<file path="src/rtl/wdt_keyed_pkg.sv">
package wdt_keyed_pkg;
   localparam int BYTE_W = 8;
   localparam logic [BYTE_W-1:0] KEY_CNT = 8'h5A;
   localparam logic [BYTE_W-1:0] KEY_CSR = 8'hA5;
   localparam int CSR_RUN = 0;
   localparam int CSR_OVF = 7;
   localparam int SYS_SRC = 3;
   localparam logic [BYTE_W-1:0] SYS_RW_MASK = 8'h36;

   typedef struct packed {
      logic              ld_cnt;
      logic              ld_csr;
      logic              ld_sys;
      logic [BYTE_W-1:0] val;
   } wr_cmd_t;
endpackage

</file>
<file path="src/rtl/wdt_key_dec.sv">
module wdt_key_dec
   import wdt_keyed_pkg::*;
#(
   parameter int ADDR_W   = 4,
   parameter int DATA_W   = 16,
   parameter int A_SHARED = 0,
   parameter int A_SYS    = 2
) (
   input  logic              we,
   input  logic              word,
   input  logic [ADDR_W-1:0] addr,
   input  logic [DATA_W-1:0] wdata,
   output wr_cmd_t           cmd
);
   localparam int KEY_LO = BYTE_W;
   localparam int KEY_HI = 2*BYTE_W - 1;

   logic [BYTE_W-1:0] key;
   logic              hit_shared;
   logic              hit_sys;
   logic              keyed_ok;

   always_comb begin
      key        = wdata[KEY_HI:KEY_LO];
      hit_shared = (addr == ADDR_W'(A_SHARED));
      hit_sys    = (addr == ADDR_W'(A_SYS));
      keyed_ok   = we & word & hit_shared;
      cmd.ld_cnt = keyed_ok & (key == KEY_CNT);
      cmd.ld_csr = keyed_ok & (key == KEY_CSR);
      cmd.ld_sys = we & hit_sys;
      cmd.val    = wdata[BYTE_W-1:0];
   end
endmodule

</file>
<file path="src/rtl/wdt_tick_gen.sv">
module wdt_tick_gen #(
   parameter int PRESCALE = 1
) (
   input  logic clk,
   input  logic rst_n,
   input  logic clr,
   input  logic tick_en,
   output logic tick
);
   generate
      if (PRESCALE == 1) begin : g_direct
         logic unused_direct;
         assign unused_direct = clk ^ rst_n ^ clr;
         assign tick = tick_en;
      end else begin : g_div
         localparam int PW = $clog2(PRESCALE);
         logic [PW-1:0] div_q;
         logic          last;
         assign last = (div_q == PW'(PRESCALE-1));
         always_ff @(posedge clk or negedge rst_n) begin
            if (!rst_n)        div_q <= '0;
            else if (clr)      div_q <= '0;
            else if (tick_en)  div_q <= last ? '0 : div_q + 1'b1;
         end
         assign tick = tick_en & last;
      end
   endgenerate
endmodule

</file>
<file path="src/rtl/wdt_cnt_core.sv">
module wdt_cnt_core
   import wdt_keyed_pkg::*;
#(
   parameter int CNT_W = 8
) (
   input  logic              clk,
   input  logic              rst_n,
   input  logic              tick,
   input  wr_cmd_t           cmd,
   output logic [CNT_W-1:0]  cnt,
   output logic              run,
   output logic              ovf,
   output logic              rst_req
);
   localparam logic [CNT_W-1:0] CNT_MAX = {CNT_W{1'b1}};

   logic clr;
   logic step;
   logic wrap;

   assign clr  = rst_req;
   assign step = tick & run & ~cmd.ld_cnt & ~clr;
   assign wrap = step & (cnt == CNT_MAX);

   always_ff @(posedge clk or negedge rst_n) begin
      if (!rst_n)           cnt <= '0;
      else if (clr)         cnt <= '0;
      else if (cmd.ld_cnt)  cnt <= cmd.val[CNT_W-1:0];
      else if (step)        cnt <= cnt + 1'b1;
   end

   always_ff @(posedge clk or negedge rst_n) begin
      if (!rst_n) begin
         run <= 1'b0;
         ovf <= 1'b0;
      end else if (clr) begin
         run <= 1'b0;
         ovf <= 1'b0;
      end else begin
         if (cmd.ld_csr) run <= cmd.val[CSR_RUN];
         if (wrap)       ovf <= 1'b1;
      end
   end

   always_ff @(posedge clk or negedge rst_n) begin
      if (!rst_n) rst_req <= 1'b0;
      else        rst_req <= wrap;
   end
endmodule

</file>
<file path="src/rtl/wdt_sysctl.sv">
module wdt_sysctl
   import wdt_keyed_pkg::*;
(
   input  logic              clk,
   input  logic              rst_n,
   input  logic              clr,
   input  wr_cmd_t           cmd,
   output logic [BYTE_W-1:0] sys_rd,
   output logic              src
);
   logic [BYTE_W-1:0] opt_q;

   always_ff @(posedge clk or negedge rst_n) begin
      if (!rst_n)          opt_q <= '0;
      else if (clr)        opt_q <= '0;
      else if (cmd.ld_sys) opt_q <= cmd.val & SYS_RW_MASK;
   end

   always_ff @(posedge clk or negedge rst_n) begin
      if (!rst_n)   src <= 1'b1;
      else if (clr) src <= 1'b0;
   end

   always_comb begin
      sys_rd          = opt_q & SYS_RW_MASK;
      sys_rd[SYS_SRC] = src;
   end
endmodule

</file>
<file path="src/rtl/wdt_keyed_top.sv">
module wdt_keyed_top
   import wdt_keyed_pkg::*;
#(
   parameter int ADDR_W   = 4,
   parameter int DATA_W   = 16,
   parameter int CNT_W    = 8,
   parameter int PRESCALE = 1,
   parameter int A_SHARED = 0,
   parameter int A_CSR    = 1,
   parameter int A_SYS    = 2
) (
   input  logic              clk,
   input  logic              rst_ext_n,
   input  logic              tick_en,
   input  logic [ADDR_W-1:0] bus_addr,
   input  logic [DATA_W-1:0] bus_wdata,
   input  logic              bus_word,
   input  logic              bus_we,
   output logic [DATA_W-1:0] bus_rdata,
   output logic              rst_req,
   output logic              rst_src
);
   localparam int RD_PAD = DATA_W - BYTE_W;

   generate
      if (CNT_W < 1 || CNT_W > BYTE_W) begin : g_bad_cnt
         $error("CNT_W must lie between 1 and the byte width");
      end
      if (DATA_W != 2*BYTE_W) begin : g_bad_data
         $error("DATA_W must hold exactly a key byte and a data byte");
      end
      if (PRESCALE < 1) begin : g_bad_pre
         $error("PRESCALE must be at least 1");
      end
      if (A_SHARED == A_CSR || A_SHARED == A_SYS || A_CSR == A_SYS) begin : g_bad_addr
         $error("register addresses must differ");
      end
   endgenerate

   wr_cmd_t           cmd;
   logic              tick_int;
   logic [CNT_W-1:0]  cnt_q;
   logic              run_q;
   logic              ovf_q;
   logic [BYTE_W-1:0] csr_rd;
   logic [BYTE_W-1:0] cnt_rd;
   logic [BYTE_W-1:0] sys_rd;
   logic [BYTE_W-1:0] rd_byte;

   wdt_key_dec #(
      .ADDR_W(ADDR_W), .DATA_W(DATA_W), .A_SHARED(A_SHARED), .A_SYS(A_SYS)
   ) u_dec (
      .we(bus_we), .word(bus_word), .addr(bus_addr), .wdata(bus_wdata), .cmd(cmd)
   );

   wdt_tick_gen #(.PRESCALE(PRESCALE)) u_tick (
      .clk(clk), .rst_n(rst_ext_n), .clr(rst_req), .tick_en(tick_en), .tick(tick_int)
   );

   wdt_cnt_core #(.CNT_W(CNT_W)) u_core (
      .clk(clk), .rst_n(rst_ext_n), .tick(tick_int), .cmd(cmd),
      .cnt(cnt_q), .run(run_q), .ovf(ovf_q), .rst_req(rst_req)
   );

   wdt_sysctl u_sys (
      .clk(clk), .rst_n(rst_ext_n), .clr(rst_req), .cmd(cmd),
      .sys_rd(sys_rd), .src(rst_src)
   );

   always_comb begin
      cnt_rd          = BYTE_W'(cnt_q);
      csr_rd          = '0;
      csr_rd[CSR_RUN] = run_q;
      csr_rd[CSR_OVF] = ovf_q;
      if (bus_addr == ADDR_W'(A_SHARED))   rd_byte = cnt_rd;
      else if (bus_addr == ADDR_W'(A_CSR)) rd_byte = csr_rd;
      else if (bus_addr == ADDR_W'(A_SYS)) rd_byte = sys_rd;
      else                                 rd_byte = '0;
      bus_rdata = {{RD_PAD{1'b0}}, rd_byte};
   end
endmodule

</file>
<file path="config.mk">
export PLATFORM = sky130hd
export DESIGN_NAME = wdt_keyed_top
export DESIGN_NICKNAME = d
export VERILOG_FILES = /design/src/rtl/wdt_keyed_pkg.sv /design/src/rtl/wdt_key_dec.sv /design/src/rtl/wdt_tick_gen.sv /design/src/rtl/wdt_cnt_core.sv /design/src/rtl/wdt_sysctl.sv /design/src/rtl/wdt_keyed_top.sv
export SDC_FILE = /design/constraint.sdc
export NUM_CORES = 1
export LEC_CHECK = 0
export ABC_AREA = 1
export BUFFER_PORTS_ARGS = -buffer_cell sky130_fd_sc_hd__buf_2
export CORE_MARGIN = 2
export CORE_UTILIZATION = 49
export DETAILED_ROUTE_END_ITERATION = 7
export PLACE_DENSITY = 0.79
export SYNTH_ARGS = -nofsm -noshare
export SYNTH_HDL_FRONTEND = slang
export SYNTH_SLANG_ARGS = --single-unit
</file>
<file path="constraint.sdc">
create_clock -name clk -period 1.55 [get_ports clk]
set_input_delay 0.155 -clock clk [delete_from_list [all_inputs] [get_ports clk]]
set_output_delay 0.155 -clock clk [all_outputs]
set_load 0.02 [all_outputs]
</file>
== Word-level counts from Yosys, hierarchy flattened ==
Cells that the tools add are included.
Storage, ports and cells
  register bits after elaboration: 18
  input port bits: 25
  output and inout bits: 18
  logic and storage cells: 40
Cells by class
  $add $sub $neg: 1
  eq/ne operators: 5
  mux-type cells: 12
  bitwise operators: 11
  reductions and logical operators: 5
Operators with widths (count)
  $mux W8: 5
  $mux W6: 3
  $eq A8 B8 Y1 const B: 2
  $and A1 B1 Y1: 9
  $add A8 B1 Y8 const B: 1
  $eq A8 B7 Y1 const B: 1
  $reduce_bool A2 Y1: 3
  $eq A4 B1 Y1 const B: 1
  $eq A4 B2 Y1 const B: 1
  $logic_not A4 Y1: 1
  $mux W1: 4
  $reduce_bool A3 Y1: 1
  $not A1 Y1: 2

== Depth between registers and ports, before layout ==
Gate-level depths: netlist of the first run.
  depth in word-level cells: 9
  depth in mapped cells: 10
  mapped depth without buffers: 9

== Hierarchy ==
A second synthesis of the first run with hierarchy kept.
Second synthesis, totals
  cell total of the unflattened synthesis: 203
  area total of the unflattened synthesis: 1337.5 µm²
Modules (own cells, without submodules)
  wdt_cnt_core: instances 1, cells each 95, area an instance 688.2 µm², sequential area each 275.3 µm²
  wdt_keyed_top: instances 1, cells each 42, area an instance 232.7 µm², sequential area each 0.0 µm²
  wdt_sysctl: instances 1, cells each 26, area an instance 227.7 µm², sequential area each 126.4 µm²
  wdt_key_dec: instances 1, cells each 39, area an instance 181.4 µm², sequential area each 0.0 µm²
  wdt_tick_gen: instances 1, cells each 1, area an instance 7.5 µm², sequential area each 0.0 µm²

== Least setup slack after synthesis of the first run ==
No wires, ideal clock.
  path type: register to register
  start: register u_core.rst_req
  end: register u_core.cnt[7]
  data arrival time: 1273 ps
  slack: 159 ps
  cell stages (with the launch flop): 6
  period minus slack after synthesis: 1391 ps
  cell sequence: dfrtp_1 buf_2 a21oi_1 nand2_1 nand4_1 nand2_1
On the way
  cells in the longest elaborated chain, start to end: 3
  elaborated cells on any way between the ends: 4
Ends and longest elaborated chain
  start: declaration: RTL line wdt_cnt_core.sv:13  | output logic rst_req
  start signal: assignment: RTL line wdt_cnt_core.sv:47  | else rst_req <= wrap;
  $not A1 Y1: RTL line wdt_cnt_core.sv:22  | assign step = tick & run & ~cmd.ld_cnt & ~clr;
  $and A1 B1 Y1: RTL line wdt_cnt_core.sv:22
  $reduce_bool A3 Y1 (no line)
  end signal: assignment: RTL line wdt_cnt_core.sv:28  | else if (cmd.ld_cnt) cnt <= cmd.val[CNT_W-1:0];
  end signal: assignment: RTL line wdt_cnt_core.sv:29  | else if (step) cnt <= cnt + 1'b1;
  end: declaration: RTL line wdt_cnt_core.sv:10  | output logic [CNT_W-1:0] cnt,
Parallel ways exist; a longest one is shown, timed or not.
A chain may end at the register's enable or synchronous reset.

== Final worst setup path of the first run ==
  start: register u_core.cnt[1]
  end: register u_core.cnt[6]
On the way
  cells in the longest elaborated chain, start to end: 4
Ends and longest elaborated chain
  $add A8 B1 Y8: RTL line wdt_cnt_core.sv:29
  $mux W8: RTL line wdt_cnt_core.sv:29
  $mux W8: RTL line wdt_cnt_core.sv:28
  $mux W8: RTL line wdt_cnt_core.sv:27  | else if (clr) cnt <= '0;
Every way passes these cells. The select of a mux whose other input is x is not followed.

==> impl_metrics.tcl, run 1 <==
set metrics [dict create \
    status "finished clean" \
    worstSkewPairLatency_ns 0.30 \
    ir_drop_mv 0.369 \
    cp-startpoint "u_core.cnt[1]" \
    worstHoldStart "bus_wdata[4]" \
    cts_buffers 3 \
    grt_pass1_wl_um 4400 \
    skew_ns 0.00910 \
    start_util_pct 52.8 \
    num_vias 1197 \
    dieHeight_um 53.5 \
    path_class "reg2reg" \
    fin_crit_ns 1.42 \
    first_global_vias 1054 \
    track_usage_pct 21.5 \
    fin_ws_ns 0.128 \
    drt-vias-per-instance 5.07 \
    dieWidth_um 53.5 \
    syn-cell-area_um2 1200 \
    rsz0062_at_grt "false" \
    arrival_ns 1.66 \
    ctsRootBufferMaster "clkbuf_4" \
    finalSetupViolations 0 \
    hpwlAfterDp_um 2240 \
    post-place-ws_ns 0.191 \
    fp.dieArea_um2 2870 \
    io_buffers 34 \
    fmax_ghz 0.703 \
    fin_util_pct 61.2 \
    fin_crit_sh_pct 91.8 \
    clockBufferDepth 2 \
    p_leak_uw 0.000805 \
    synth_seq_area_share_pct 33.4 \
    p_total_uw 829 \
    post-cts-setup-buffers 0 \
    drt_pass1_iterations 6 \
    wl_per_cell_um 11.7 \
    drv_slew 0 \
    layout-drive-gt1-share_pct 22.6 \
    ys_ff_latch 16 \
    path_max_fanout 5 \
    rows 17 \
    nets 235 \
    post_cts_resized 0 \
    dp_cells 231 \
    critPathLaunchType "register" \
    cts.clk_slew.worst_paths_ns 0.10 \
    drt_iter0_drc 47 \
    instances_no_fill 236 \
    drcViolationCount 0 \
    ys_warn_count 0 \
    nFillCells 212 \
    ant_nets 0 \
    tritoncts "done" \
    antenna_found_initial 0 \
    hold_viol_final 0 \
    hp-class "in2reg" \
    h-tree-depth 1 \
    postCtsHoldBufs 1 \
    r2r_start "u_core.cnt[1]" \
    worstPathRequired_ns 1.79 \
    area_growth_pct 15.9 \
    grt_max_degree 24 \
    grt-ovfl-total 0 \
    avgSynthCellArea_um2 6.99 \
    gp_congestion 0.810 \
    end_kind "register" \
    io_pins 43 \
    drt-total-wl_um 2750 \
    ys_types 25 \
    antenna_cells 0 \
    clkSinkCount 16 \
    netlist_instances 172 \
    setup-tns-final_ns 0 \
    core_um2 2280 \
    drv_cap 0 \
    power_density_nw_per_um2 595 \
]
==> area by class of cell <==
type	count	area [um2]	area share (%)
Timing Repair Buffer	36	188	13.5
Multi-Input combinational cell	129	657	47.1
Tap cell	28	35.0	2.51
Sequential cell	16	402	28.8
Inverter	23	86.3	6.19
Clock buffer	4	26.3	1.89
==> worst paths after layout <==
kind | to | slack (ns) | depth (start not counted)
worst min register to register | u_sys.src | 0.48 | 2
max in group asynchronous | u_sys.src | 0.96 | 2
worst max register to register | u_core.cnt[6] | 0.13 | 9
min in group asynchronous | u_sys.opt_q[2] | 0.28 | 2
worst min-delay path | u_sys.opt_q[4] | 0.12 | 3
worst max-delay path | u_core.cnt[6] | 0.13 | 9
==> layer usage <==
metal	wire length [um]	track usage, %	share of wire, %
met2	1210	36.6	44
met5	0	0	0
met1	1310	26.5	47
met4	73	11.1	2.7
met3	158	2.78	5.7
==> state kept, by name, summed over array words and instances (netlist names) <==
register / count
u_core.cnt: 8
u_sys.src: 1
u_sys.opt_q: 4
u_core.run: 1
u_core.rst_req: 1
u_core.ovf: 1
==> synth_stat cells, drive strengths merged <==
cell    instances  area, um2
inv            23       86.3
ha              1       12.5
nor3            2       10.0
buf            11       83.8
o22ai           7       43.8
dfstp           1       26.3
dfrtp          15        375
nand3b          1       7.51
o21ai          10       53.8
nor2           17        111
nand4           2       12.5
nand3          20        100
a32o            1       10.0
a21oi           3       26.3
nand2          55        221
conb            1       3.75
xor2            2       17.5
==> cell usage in the layout (no fill, tap or decap), drive strengths merged <==
cell,netlist,final
a21oi,3,3
a32o,1,1
buf,11,35
clkbuf,0,4
conb,1,8
dfrtp,15,15
dfstp,1,1
dlygate4sd3,0,1
ha,1,1
inv,23,23
nand2,55,55
nand3,20,20
nand3b,1,1
nand4,2,2
nor2,17,17
nor3,2,2
o21ai,10,10
o22ai,7,7
xor2,2,2
==> report_power, final <==
group          switching, uW  internal [uW]  total [uW]
combinational           86.3           48.7         135
sequential              10.6            440         450
clock                    143            100         243
total                    240            589         829
==> through the flow <==
stage / area [um2] / hold WS (ns)
2_1_floorplan: 1230 / -0.141
3_3_place_gp: 1360 / 0.0785
3_5_place_dp: 1360 / 0.0944
4_1_cts: 1390 / 0.125
5_1_grt: 1390 / 0.139
6_report: 1390 / 0.122
==> cell families (layout without fill, tap and decap cells) <==
kind of cell / Yosys count / in the layout / synth area share (%)
other: 1 / 8 / 0.312
adder cells (fa/ha/maj): 1 / 1 / 1.04
buffers and inverters: 34 / 63 / 14.2
flip-flops: 16 / 16 / 33.4
AO/OA/AOI/OAI: 21 / 21 / 11.1
AND/OR/NAND/NOR: 97 / 97 / 38.5
XOR/XNOR: 2 / 2 / 1.46
==> critical path, stage by stage, from the launching register on <==
cell,delay (ns)
dfrtp_1,0.45
ha_1,0.21
nand3_1,0.14
nor2_1,0.17
nand2_1,0.07
nand2_1,0.07
nand2_1,0.05
nand2_1,0.06
nand3_1,0.06
nand2_1,0.07
(Power assumes the default switching activity.)
==> run 2: changes to the inputs <==
--- a/config.mk
+++ b/config.mk
@@ -11,6 +11,7 @@
 export CORE_UTILIZATION = 49
 export DETAILED_ROUTE_END_ITERATION = 7
 export PLACE_DENSITY = 0.79
+export RECOVER_POWER = 50
 export SYNTH_ARGS = -nofsm -noshare
 export SYNTH_HDL_FRONTEND = slang
 export SYNTH_SLANG_ARGS = --single-unit
==> run 2 against run 1 <==
Net effect: first-iteration DRC count stayed put; clock power hardly changed; final area is 0.18% lower; maximum frequency hardly changed; utilization is 0.11 points lower; critical path depth stayed put; worst setup slack hardly changed.
==> impl_metrics.tcl, run 2 (synthesized netlist as in run 1, its figures left out) <==
set metrics [dict create \
    clockBufferDepth 2 \
    drv_slew 0 \
    io_buffers 34 \
    rsz0062_at_grt "false" \
    worstPathRequired_ns 1.79 \
    drcViolationCount 0 \
    drv_cap 0 \
    hp-class "in2reg" \
    p_clk_share_pct 29.4 \
    finalSetupViolations 0 \
    slew_headroom_pct 42.5 \
    ant_nets 0 \
    tritoncts "done" \
    first_global_vias 1054 \
    post_cts_resized 0 \
    postCtsHoldBufs 1 \
    dp_cells 231 \
    dieWidth_um 53.5 \
    gp_congestion 0.810 \
    ir_drop_mv 0.369 \
    final-seq-area_um2 402 \
    grt_max_degree 24 \
    path_cells "ha_1 -> nand3_1 -> nor2_1 -> nand2_1 -> nand2_1 -> nand2_1 -> nand2_1 -> nand3_1 -> nand2_1" \
    switching_share_pct 28.9 \
    hpwlAfterDp_um 2240 \
    hold_viol_final 0 \
    drt-vias-per-instance 5.08 \
    wl_per_cell_um 11.7 \
    p_int_uw 589 \
    core_um2 2280 \
    nFillCells 214 \
    worstSkewPairLatency_ns 0.30 \
    comb_power_share_pct 16.3 \
    skew_ns 0.00910 \
    h-tree-depth 1 \
    instances_no_fill 236 \
    critPathLaunchType "register" \
    grt-ovfl-total 0 \
    power_density_nw_per_um2 595 \
    largest_register_ffs 8 \
    fin_area_um2 1390 \
    drt_pass1_iterations 6 \
    num_vias 1199 \
    final_common_cell "nand2_1" \
    dieHeight_um 53.5 \
    cpLargestDelayFamily "simple AND/OR/NAND/NOR gates" \
    post-cts-setup-buffers 0 \
    multi_input_area_um2 657 \
    grt_pass1_wl_um 4400 \
    cp_slowest_stage_delay_ns 0.45 \
    ctsRootBufferMaster "clkbuf_4" \
    drt-total-wl_um 2750 \
    p_total_uw 828 \
    area_growth_pct 15.7 \
    largestRegisters "u_core.cnt: 8 flops, u_sys.opt_q: 4 flops" \
    fmax_ghz 0.703 \
    placed_area_um2 1360 \
    rows 17 \
    antenna_cells 0 \
    setup-tns-final_ns 0 \
    final_cell_mix "nand2_1, buf_2, inv_1, nand3_1, dfrtp_1" \
    end_kind "register" \
    clkSinkCount 16 \
    p_leak_uw 0.000798 \
    cpMostUsedCell "nand2_1" \
    cts_buffers 3 \
    status "finished clean" \
    fin_crit_sh_pct 91.8 \
    layout-drive-gt1-share_pct 21.6 \
    power.net_switching_uw 240 \
    antenna_found_initial 0 \
    cp_slowest_cell "dfrtp_1" \
    arrival_ns 1.66 \
    largest_register "u_core.cnt" \
    nets 235 \
    fin_crit_ns 1.42 \
    path_buf_inv 0 \
    start_util_pct 52.8 \
    tightestPinTransition_ns 0.863 \
    path_max_fanout 5 \
    io_pins 43 \
    track_usage_pct 21.5 \
    cts.clk_slew.worst_paths_ns 0.10 \
    path_class "reg2reg" \
    fp.dieArea_um2 2870 \
    drt_iter0_drc 47 \
    seqPwrFrac_pct 54.4 \
]
## run 2: cell types whose count changed in the layout (fill, tap and decap cells not counted)
cell / change
buf_2: -2
clkbuf_1: +2
## run 2: layout make-up
cell class | instances | share of cell area (%)
inverter | 23 | 6.21
timing repair buffer | 36 | 13.3
multi-input combinational | 129 | 47.2
clock buffer | 4 | 1.89
tap | 28 | 2.52
sequential | 16 | 28.9
## run 2: metrics by stage
step / hold WS (ns) / setup WS, ns / util (%)
6_report: 0.122 / 0.128 / 61.1
4_1_cts: 0.125 / 0.160 / 61.2
5_1_grt: 0.139 / 0.0373 / 61.1
3_5_place_dp: 0.0944 / 0.191 / 59.6
3_3_place_gp: 0.0785 / 0.217 / 59.6
2_1_floorplan: -0.141 / 0.159 / -
## run 2: path summary, 6_finish.rpt
path	cells after the start	from	to	slack, ns
setup / recovery	9	u_core.cnt[1]	u_core.cnt[6]	0.13
hold / removal	3	bus_wdata[4]	u_sys.opt_q[4]	0.12
setup reg to reg	9	u_core.cnt[1]	u_core.cnt[6]	0.13
hold reg to reg	2	u_sys.src	u_sys.src	0.49
max in group asynchronous	2	rst_ext_n	u_core.cnt[7]	0.55
min in group asynchronous	2	rst_ext_n	u_sys.opt_q[2]	0.47
## run 2: power by group through the flow
stage	Sequential (uW)	Clock [uW]	Combinational, uW
floorplan	456	0	89.9
global placement	459	0	130
detailed placement	458	0	133
CTS	450	244	136
global route	453	261	155
finish	450	243	135
## run 2: worst register-to-register path: stages (launching register included)
cell and delay (ns):
dfrtp_1 0.45, ha_1 0.21, nand3_1 0.14, nor2_1 0.17
nand2_1 0.07, nand2_1 0.07, nand2_1 0.05, nand2_1 0.06
nand3_1 0.06, nand2_1 0.07
## run 2: layer usage
layer / track usage (%) / vias to the layer above / wire length [um]
met1: 26.5 / 543 / 1300
met4: 11.1 / 0 / 73
met5: 0 / - / 0
met2: 36.6 / 44 / 1210
met3: 2.78 / 6 / 159
li1: - / 606 / -
